[config.mk]
export PLATFORM = sky130hd
export DESIGN_NAME = xlt_probe_port
export DESIGN_NICKNAME = d
export VERILOG_FILES = /design/src/rtl/xlt_probe_pkg.sv /design/src/rtl/xlt_probe_regs.sv /design/src/rtl/xlt_probe_seq.sv /design/src/rtl/xlt_probe_fmt.sv /design/src/rtl/xlt_probe_port.sv
export SDC_FILE = /design/constraint.sdc
export NUM_CORES = 1
export LEC_CHECK = 0
export BUFFER_PORTS_ARGS = -buffer_cell sky130_fd_sc_hd__buf_2
export CAP_MARGIN = 20
export CORE_AREA = 2 2 112 168
export CTS_CLUSTER_SIZE = 20
export DETAILED_ROUTE_END_ITERATION = 7
export DIE_AREA = 0 0 114 170
export PLACE_DENSITY_LB_ADDON = 0.25
export SLEW_MARGIN = 0
export SYNTH_ARGS = -nofsm -noshare
export SYNTH_HDL_FRONTEND = slang
export SYNTH_SLANG_ARGS = --single-unit
[constraint.sdc]
create_clock -name clk -period 1.5 [get_ports clk]
set_input_delay 0.075 -clock clk [delete_from_list [all_inputs] [get_ports clk]]
set_output_delay 0.075 -clock clk [all_outputs]
set_load 0.05 [all_outputs]
[src/rtl/xlt_probe_pkg.sv]
package xlt_probe_pkg;
  localparam int CSR_AW  = 12;
  localparam int WORD_W  = 64;
  localparam int DEV_W   = 24;
  localparam int PROC_W  = 20;
  localparam int PAGE_SH = 12;
  localparam int PPN_LSB = 10;
  localparam int PPN_W   = 44;

  localparam logic [CSR_AW-1:0] OFS_CAP  = 12'h000;
  localparam logic [CSR_AW-1:0] OFS_IOVA = 12'h258;
  localparam logic [CSR_AW-1:0] OFS_CTL  = 12'h260;
  localparam logic [CSR_AW-1:0] OFS_RESP = 12'h268;

  localparam int CTL_GO  = 0;
  localparam int CTL_NW  = 3;
  localparam int CAP_DBG = 31;

  typedef enum logic [1:0] {
    SQ_IDLE = 2'd0,
    SQ_REQ  = 2'd1,
    SQ_WAIT = 2'd2
  } seq_state_e;

  typedef struct packed {
    logic [DEV_W-1:0]  dev;
    logic [PROC_W-1:0] proc;
    logic              nw;
  } ctl_fields_t;
endpackage

[src/rtl/xlt_probe_regs.sv]
module xlt_probe_regs
  import xlt_probe_pkg::*;
(
  input  logic                clk,
  input  logic                rst_n,
  input  logic                csr_wen,
  input  logic [CSR_AW-1:0]   csr_addr,
  input  logic [WORD_W-1:0]   csr_wdata,
  output logic [WORD_W-1:0]   csr_rdata,
  input  logic                busy,
  input  logic [WORD_W-1:0]   resp_word,
  output logic [WORD_W-1:0]   iova_q,
  output ctl_fields_t         ctl_q,
  output logic                go_pulse
);
  localparam logic [WORD_W-1:0] CAP_VALUE = WORD_W'(1) << CAP_DBG;

  logic wr_open;
  logic wr_iova;
  logic wr_ctl;

  assign wr_open  = csr_wen && !busy;
  assign wr_iova  = wr_open && (csr_addr == OFS_IOVA);
  assign wr_ctl   = wr_open && (csr_addr == OFS_CTL);
  assign go_pulse = wr_ctl && csr_wdata[CTL_GO];

  always_ff @(posedge clk) begin
    if (!rst_n) begin
      iova_q <= '0;
      ctl_q  <= '0;
    end else begin
      if (wr_iova) iova_q <= csr_wdata;
      if (wr_ctl) begin
        ctl_q.nw   <= csr_wdata[CTL_NW];
        ctl_q.proc <= csr_wdata[31:12];
        ctl_q.dev  <= csr_wdata[63:40];
      end
    end
  end

  always_comb begin
    unique case (csr_addr)
      OFS_CAP:  csr_rdata = CAP_VALUE;
      OFS_IOVA: csr_rdata = iova_q;
      OFS_CTL:  csr_rdata = {ctl_q.dev, 8'b0, ctl_q.proc, 8'b0, ctl_q.nw, 2'b0, busy};
      OFS_RESP: csr_rdata = resp_word;
      default:  csr_rdata = '0;
    endcase
  end
endmodule

[src/rtl/xlt_probe_seq.sv]
module xlt_probe_seq
  import xlt_probe_pkg::*;
(
  input  logic clk,
  input  logic rst_n,
  input  logic go_pulse,
  input  logic req_ready,
  input  logic rsp_valid,
  output logic req_valid,
  output logic busy,
  output logic rsp_take
);
  seq_state_e state_q, state_d;

  always_comb begin
    state_d = state_q;
    unique case (state_q)
      SQ_IDLE: if (go_pulse)  state_d = SQ_REQ;
      SQ_REQ:  if (req_ready) state_d = SQ_WAIT;
      SQ_WAIT: if (rsp_valid) state_d = SQ_IDLE;
      default: state_d = SQ_IDLE;
    endcase
  end

  always_ff @(posedge clk) begin
    if (!rst_n) state_q <= SQ_IDLE;
    else        state_q <= state_d;
  end

  assign req_valid = (state_q == SQ_REQ);
  assign busy      = (state_q != SQ_IDLE);
  assign rsp_take  = (state_q == SQ_WAIT) && rsp_valid;
endmodule

[src/rtl/xlt_probe_fmt.sv]
module xlt_probe_fmt
  import xlt_probe_pkg::*;
#(
  parameter int PA_W        = 56,
  parameter int CAUSE_W     = 10,
  parameter int NOCTX_CAUSE = 256
) (
  input  logic               clk,
  input  logic               rst_n,
  input  logic               rsp_take,
  input  logic               rsp_no_ctx,
  input  logic               rsp_fault,
  input  logic [CAUSE_W-1:0] rsp_cause,
  input  logic [PA_W-1:0]    rsp_paddr,
  output logic [WORD_W-1:0]  resp_q
);
  localparam int SRC_PPN_W = PA_W - PAGE_SH;
  localparam logic [CAUSE_W-1:0] NOCTX_CODE = CAUSE_W'(NOCTX_CAUSE);

  logic [PPN_W-1:0]  ppn;
  logic [WORD_W-1:0] word_d;

  generate
    if (SRC_PPN_W >= PPN_W) begin : g_ppn_trunc
      assign ppn = rsp_paddr[PAGE_SH +: PPN_W];
    end else begin : g_ppn_ext
      assign ppn = {{(PPN_W-SRC_PPN_W){1'b0}}, rsp_paddr[PA_W-1:PAGE_SH]};
    end
  endgenerate

  always_comb begin
    word_d = '0;
    if (rsp_no_ctx) begin
      word_d[0] = 1'b1;
      word_d[PPN_LSB +: CAUSE_W] = NOCTX_CODE;
    end else if (rsp_fault) begin
      word_d[0] = 1'b1;
      word_d[PPN_LSB +: CAUSE_W] = rsp_cause;
    end else begin
      word_d[PPN_LSB +: PPN_W] = ppn;
    end
  end

  always_ff @(posedge clk) begin
    if (!rst_n)        resp_q <= '0;
    else if (rsp_take) resp_q <= word_d;
  end
endmodule

[src/rtl/xlt_probe_port.sv]
module xlt_probe_port
  import xlt_probe_pkg::*;
#(
  parameter int PA_W        = 56,
  parameter int CAUSE_W     = 10,
  parameter int NOCTX_CAUSE = 256
) (
  input  logic               clk,
  input  logic               rst_n,
  input  logic               csr_wen,
  input  logic [11:0]        csr_addr,
  input  logic [63:0]        csr_wdata,
  output logic [63:0]        csr_rdata,
  output logic               req_valid,
  input  logic               req_ready,
  output logic [63:0]        req_iova,
  output logic [23:0]        req_dev,
  output logic [19:0]        req_proc,
  output logic               req_write,
  input  logic               rsp_valid,
  input  logic               rsp_no_ctx,
  input  logic               rsp_fault,
  input  logic [CAUSE_W-1:0] rsp_cause,
  input  logic [PA_W-1:0]    rsp_paddr
);
  logic              busy;
  logic              go_pulse;
  logic              rsp_take;
  logic [WORD_W-1:0] iova_q;
  logic [WORD_W-1:0] resp_q;
  ctl_fields_t       ctl_q;

  xlt_probe_regs u_regs (
    .clk       (clk),
    .rst_n     (rst_n),
    .csr_wen   (csr_wen),
    .csr_addr  (csr_addr),
    .csr_wdata (csr_wdata),
    .csr_rdata (csr_rdata),
    .busy      (busy),
    .resp_word (resp_q),
    .iova_q    (iova_q),
    .ctl_q     (ctl_q),
    .go_pulse  (go_pulse)
  );

  xlt_probe_seq u_seq (
    .clk       (clk),
    .rst_n     (rst_n),
    .go_pulse  (go_pulse),
    .req_ready (req_ready),
    .rsp_valid (rsp_valid),
    .req_valid (req_valid),
    .busy      (busy),
    .rsp_take  (rsp_take)
  );

  xlt_probe_fmt #(
    .PA_W        (PA_W),
    .CAUSE_W     (CAUSE_W),
    .NOCTX_CAUSE (NOCTX_CAUSE)
  ) u_fmt (
    .clk        (clk),
    .rst_n      (rst_n),
    .rsp_take   (rsp_take),
    .rsp_no_ctx (rsp_no_ctx),
    .rsp_fault  (rsp_fault),
    .rsp_cause  (rsp_cause),
    .rsp_paddr  (rsp_paddr),
    .resp_q     (resp_q)
  );

  assign req_iova  = iova_q;
  assign req_dev   = ctl_q.dev;
  assign req_proc  = ctl_q.proc;
  assign req_write = !ctl_q.nw;
endmodule

### After elaboration in Yosys (flattened, before gate mapping)

Index checks and enable logic that the tools add are counted.

| storage, ports and cells | value |
|---|---|
| output and inout bits | 174 |
| input port bits | 149 |
| register bits | 156 |
| word-level logic and storage cells | 36 |

| operators by class | value |
|---|---|
| multiplexer cells | 11 |
| equality and inequality tests | 8 |
| reductions and logical operators | 11 |

Operators by type and width:

| kind | count |
|---|---|
| $pmux 64 s4 | 1 |
| $mux 34 | 2 |
| $eq 12x10->1 const B | 3 |
| $mux 10 | 2 |
| $logic_not 12->1 | 1 |
| $mux 2 | 3 |
| $pmux 2 s3 | 1 |
| $logic_and 1x1->1 | 5 |
| $ne 2x2->1 const B | 2 |
| $reduce_and 3->1 | 1 |
| $eq 2x1->1 const B | 1 |
| $eq 2x2->1 const B | 1 |
| $logic_not 1->1 | 2 |
| $logic_not 2->1 | 1 |
| $mux 1 | 2 |
| $ne 2x1->1 const B | 1 |
| $reduce_bool 2->1 | 1 |

### Logic depth before layout (Yosys ltp)

| depth | value |
|---|---|
| depth after elaboration | 7 |
| depth in mapped cells | 6 |
| gate-level depth less buffers | 3 |

### Hierarchy

A second synthesis with hierarchy kept.

| unflattened totals | value |
|---|---|
| cell total of the unflattened synthesis | 730 |
| area total of the unflattened synthesis | 6,557.5 sq um |

Modules (own cells, without submodules):

| module | cells each | area an instance (sq um) | sequential area each (sq um) | times used |
|---|---|---|---|---|
| xlt_probe_regs | 581 | 4,800.9 | 2,182.1 | 1 |
| xlt_probe_fmt | 137 | 1,654.1 | 900.9 | 1 |
| xlt_probe_seq | 11 | 98.8 | 40.0 | 1 |
| xlt_probe_port | 1 | 3.8 | 0.0 | 1 |

### Worst setup path before layout

No wires, ideal clock.

| timing path | value |
|---|---|
| kind | input port to output port |
| start point | input csr_addr[8] |
| end point | output csr_rdata[13] |
| arrival time | 1.884 ns |
| required time | 1.425 ns |
| cell stages on the path | 6 |
| buffers on the path | 3 |
| slack | -0.459 ns |
| cells stage by stage | or4_4 -> buf_6 -> buf_6 -> nor3_4 -> buf_6 -> a221o_1 |

| between the ends | value |
|---|---|
| word-level cells in the longest chain between the ends | 2 |
| elaborated cells on any way between the ends | 5 |
| classes of those cells | eq/ne (3); mux (1); reduce/logical (1) |

Ends and longest elaborated chain:

| what | RTL line | source |
|---|---|---|
| start: declaration | xlt_probe_port.sv:11 | `input logic [11:0] csr_addr,` |
| $eq 12x10->1 / $logic_not 12->1 (equally long branches) | xlt_probe_regs.sv:42 | `unique case (csr_addr)` |
| $pmux 64 s4 * | xlt_probe_regs.sv:42 |  |
| end: declaration | xlt_probe_port.sv:13 | `output logic [63:0] csr_rdata,` |

Mark *: on every way between the ends. The rest lies on a longest branch, timed or not.

### Worst setup path in the final report

| timing path | value |
|---|---|
| start point | input csr_addr[8] |
| end point | output csr_rdata[20] |

Same word-level chain as after synthesis.

==> results.env <==
INSERTION_DELAY_OF_THE_LATER_CLOCKED_PIN_IN_THE_WORST_SKEW_PAIR_NS=0.42
FILLCELLCOUNT=1303
NUMBER_OF_BUFFERS_ADDED_ON_PORTS=310
NETLIST_INSTANCES=855
FIN_CRIT_SH_PCT=123.3
WORST_SETUP_PATH_END_KIND='primary output'
TIMING.CRITICAL_PATH.MODE_CELL='buf_6'
CLOCK_TREE.HTREE_LEVEL_COUNT=4
CTS_ROOT_BUFFER='clkbuf_16'
GROUTE.USAGE.OVERALL_PCT=28.18
DIE_AREA_SQ_UM=19380
POST-ROUTE-DRC-COUNT=0
FLOORPLAN_DIE_WIDTH_UM=114
CLOCK_SINKS=156
ROW_COUNT=60
TOTAL_POWER_mW=9.623
VIASPERCELL=5.435
SKEW_FINAL_NS=0.01132
MAX-VDD-IR-DROP_V=0.0005823
CLOCK_BUFFER_COUNT_FROM_CTS=17
ROUTED_WL_UM=29760
CRIT_BUF_INV=4
DIE_HT_UM=170
TIMING.FINAL.HOLD_VIOLATIONS=0
DESIGN.CORE.AREA_SQ_UM=17870
GRT_REMAINING_OVERFLOW=0
SLEW-LIMIT-HEADROOM_PCT=76.49
MAX-CAP-VIOLATIONS=0
VIAS_IN_THE_FIRST_GLOBAL_ROUTE=8111
MAPPEDNETLISTAREA_SQ_UM=7558
MIN_PERIOD_NS=1.850
FINALMAXSLEWVIOLATIONS=0
GP_CONGESTION=0.8235
STATUS='finished with violations'
DRT_PASS1_ITERATIONS=5
WORSTPATHREQUIRED_NS=1.42
LEAKAGE_nW=5.240
FRACTION_OF_LAYOUT_CELLS_WITH_A_SIZE_SUFFIX_ABOVE_1_PCT=40.98
TIMING.SETUP.CRITICAL_PATH_CLASS='input pin to primary output'
GRT_MAX_DEGREE=58
MOSTFREQUENTLAYOUTCELLS='243 x buf_2, 216 x nand2_1, 154 x dfxtp_1, 113 x mux2i_1, 99 x dlygate4sd3_1'
POWER_DENSITY_nW_PER_UM2=771.2
CLKSLEWWORSTSETUPHOLDPATHS_NS=0.06
FINISH.INSTANCE_AREA_SQ_UM=12480
TIMING.CRITICAL_PATH.SLOWEST_CELL_DELAY_NS=0.65
CRIT_CHAIN='buf_6 -> or4_4 -> nor3_4 -> buf_6 -> clkbuf_16 -> a221o_2 -> buf_8'
RSZ_0062_RAISED_AFTER_GLOBAL_ROUTING='true'
NUM_IO_PINS=323
FINALNETCOUNT=1396
DRT_ITER0_MARKERS=568
INITIAL_UTILIZATION_PCT=42.30
SYNTH.NET_COUNT=1004
GRT_ANTENNA_BEFORE_REPAIR=2
SYNTHESIS_STAGE_REGISTER_BIT_COUNT=156
DETAIL-ROUTE-ANTENNA-NETS=0
CTS_BUFFER_DEPTH=2
CRITICAL_PATH.MAX_FANOUT=8
MAX_SLEW.WORST_PIN.SLEW_NS=0.3438
LAYOUT_COMMONEST_CELL='buf_2'
ARRIVAL_TIME_AT_THE_WORST_ENDPOINT_NS=1.77
DP_HPWL_UM=16860
NUM_VIAS=8033
SYNTH.AVG_CELL_AREA_SQ_UM=8.840
CTS_TREE='yes'
SMALLEST_SETUP_SLACK_AFTER_LAYOUT_NS=-0.3499
VIOLATIONS='setup timing'
SYNTH.YOSYS.SEQ_AREA_SHARE_PCT=41.32
PATH_DELAY_FAMILY='simple AND/OR/NAND/NOR gates'
POST_DP_CELL_AREA_SQ_UM=9369
CRITPATHSLOWESTCELL='or4_4'
TIMING.CRITICAL_PATH.FROM_TYPE='input pin'
ROUTE.DETAILED.WL_PER_INST_UM=20.13
SYNTH_WARNINGS=0
WORST_MIN_DELAY_PATH_CLASS='input pin to register'
FINAL_SETUP_VIOLATIONS=174
AREAGROWTHSYNTHTOFINISH_PCT=65.07
SYNTH.DISTINCT_CELLS=34
GRT_FIRST_PASS_WIRELENGTH_UM=42500
CLOCK.FMAX_MHz=540.6
-- what timing repair did --
action                     CTS  global route
hold buffers                99             0
resized for setup          164           106
cloned                      13             9
hold endpoints to repair   145             0
pin swaps                    4            14
buffers inserted            19            14
setup endpoints to repair  174           189
-- power by group --
group          switching, mW  leakage [nW]  total (mW)  internal [mW]
combinational          0.327          3.67       0.727          0.401
clock                   1.76         0.311        4.75           3.00
sequential          0.000290          1.26        4.14           4.14
total                   2.08          5.24        9.62           7.54
-- cells by family after synthesis --
logic type             synth area share [%]
AOI/OAI and AO/OA                     12.00
DFF                                   41.32
muxes                                 15.63
buffers and inverters                 11.64
and+or+nand+nor                       19.42
-- state kept, by name (all words and copies together) (netlist names) --
signal / count
u_regs.iova_q: 64
u_regs.ctl_q: 45
u_fmt.resp_q: 45
u_seq.state_q: 2
-- area by class of cell --
cell class              count  area (sq um)  share of cell area (%)
repair buffers            490          4360                   34.95
inverters                  34         127.6                   1.023
multi-input cells         548          3946                   31.63
clock inverters            10         190.2                   1.524
flip-flops and latches    156          3126                   25.05
well taps                 217         271.5                   2.176
clock buffers              21         450.4                   3.610
diodes                      2         5.005                 0.04011
-- per-stage QoR --
stage / setup TNS, ns / util (%) / std cells / hold WS, ns / worst slack, ns
after detailed placement: -67.42 / 52.44 / 1307 / 0.3267 / -0.4927
after CTS: -31.00 / 67.37 / 1469 / 0.001796 / -0.3115
after floorplan: -27.97 / - / 855 / 0.2172 / -0.2634
after global routing: -45.07 / 69.83 / 1478 / 0.01138 / -0.3851
final: -35.76 / 69.83 / 1478 / 0.02318 / -0.3499
after global placement: -63.28 / 52.44 / 1307 / 0.3227 / -0.4457
-- routing by layer --
layer | share of wire (%) | routed length (um) | GRT usage, %
met1 | 36 | 10660 | 30.64
met2 | 53 | 15870 | 50.96
met3 | 6.0 | 1790 | 5.520
met4 | 4.8 | 1436 | 14.95
met5 | 0 | 0 | 0
-- cells in the mapped netlist --
cell type,count,share of area (%)
a21oi_1,1,0.066
o21ai_0,2,0.13
a2111oi_0,2,0.23
nor3_1,1,0.066
nand3_1,34,2.3
or4_1,1,0.099
or3b_2,1,0.12
or4_4,1,0.15
mux2i_1,118,16
nor2b_1,4,0.33
dfxtp_1,156,41
buf_6,18,2.7
nand3b_1,1,0.099
clkbuf_1,45,2.2
nand4_1,1,0.083
nor3_2,1,0.13
buf_2,4,0.26
or4b_1,1,0.13
a221o_1,35,4.6
a22o_1,21,2.4
nor4_1,36,3.0
and3b_1,1,0.12
buf_4,46,4.6
nand4b_1,2,0.23
a32o_1,1,0.13
nor3_4,1,0.22
nand2_1,216,11
buf_1,4,0.20
inv_1,34,1.7
or3_1,10,0.83
a22oi_1,1,0.099
and2_1,8,0.66
nor2_1,4,0.20
a21boi_0,43,4.3
-- worst reg2reg max path, stage by stage, from the launching register on --
cell and delay, ns:
dfxtp_2 0.32, or3b_4 0.44, nor4_4 0.28, buf_6 0.22, buf_12 0.13, buf_12 0.13
mux2i_4 0.22
-- worst paths after layout --
kind | slack (ns) | to | depth (start not counted) | from
hold / removal | 0.02 | u_fmt.resp_q[18]$_SDFFE_PN0P_ | 4 | rsp_paddr[20]
setup reg to reg | -0.29 | u_regs.iova_q[4]$_SDFFE_PN0P_ | 6 | u_seq.state_q[1]$_SDFFE_PN0P_
hold reg to reg | 0.47 | u_fmt.resp_q[43]$_SDFFE_PN0P_ | 2 | u_fmt.resp_q[43]$_SDFFE_PN0P_
setup / recovery | -0.35 | csr_rdata[20] | 7 | csr_addr[8]
(Power assumes the default switching activity.)
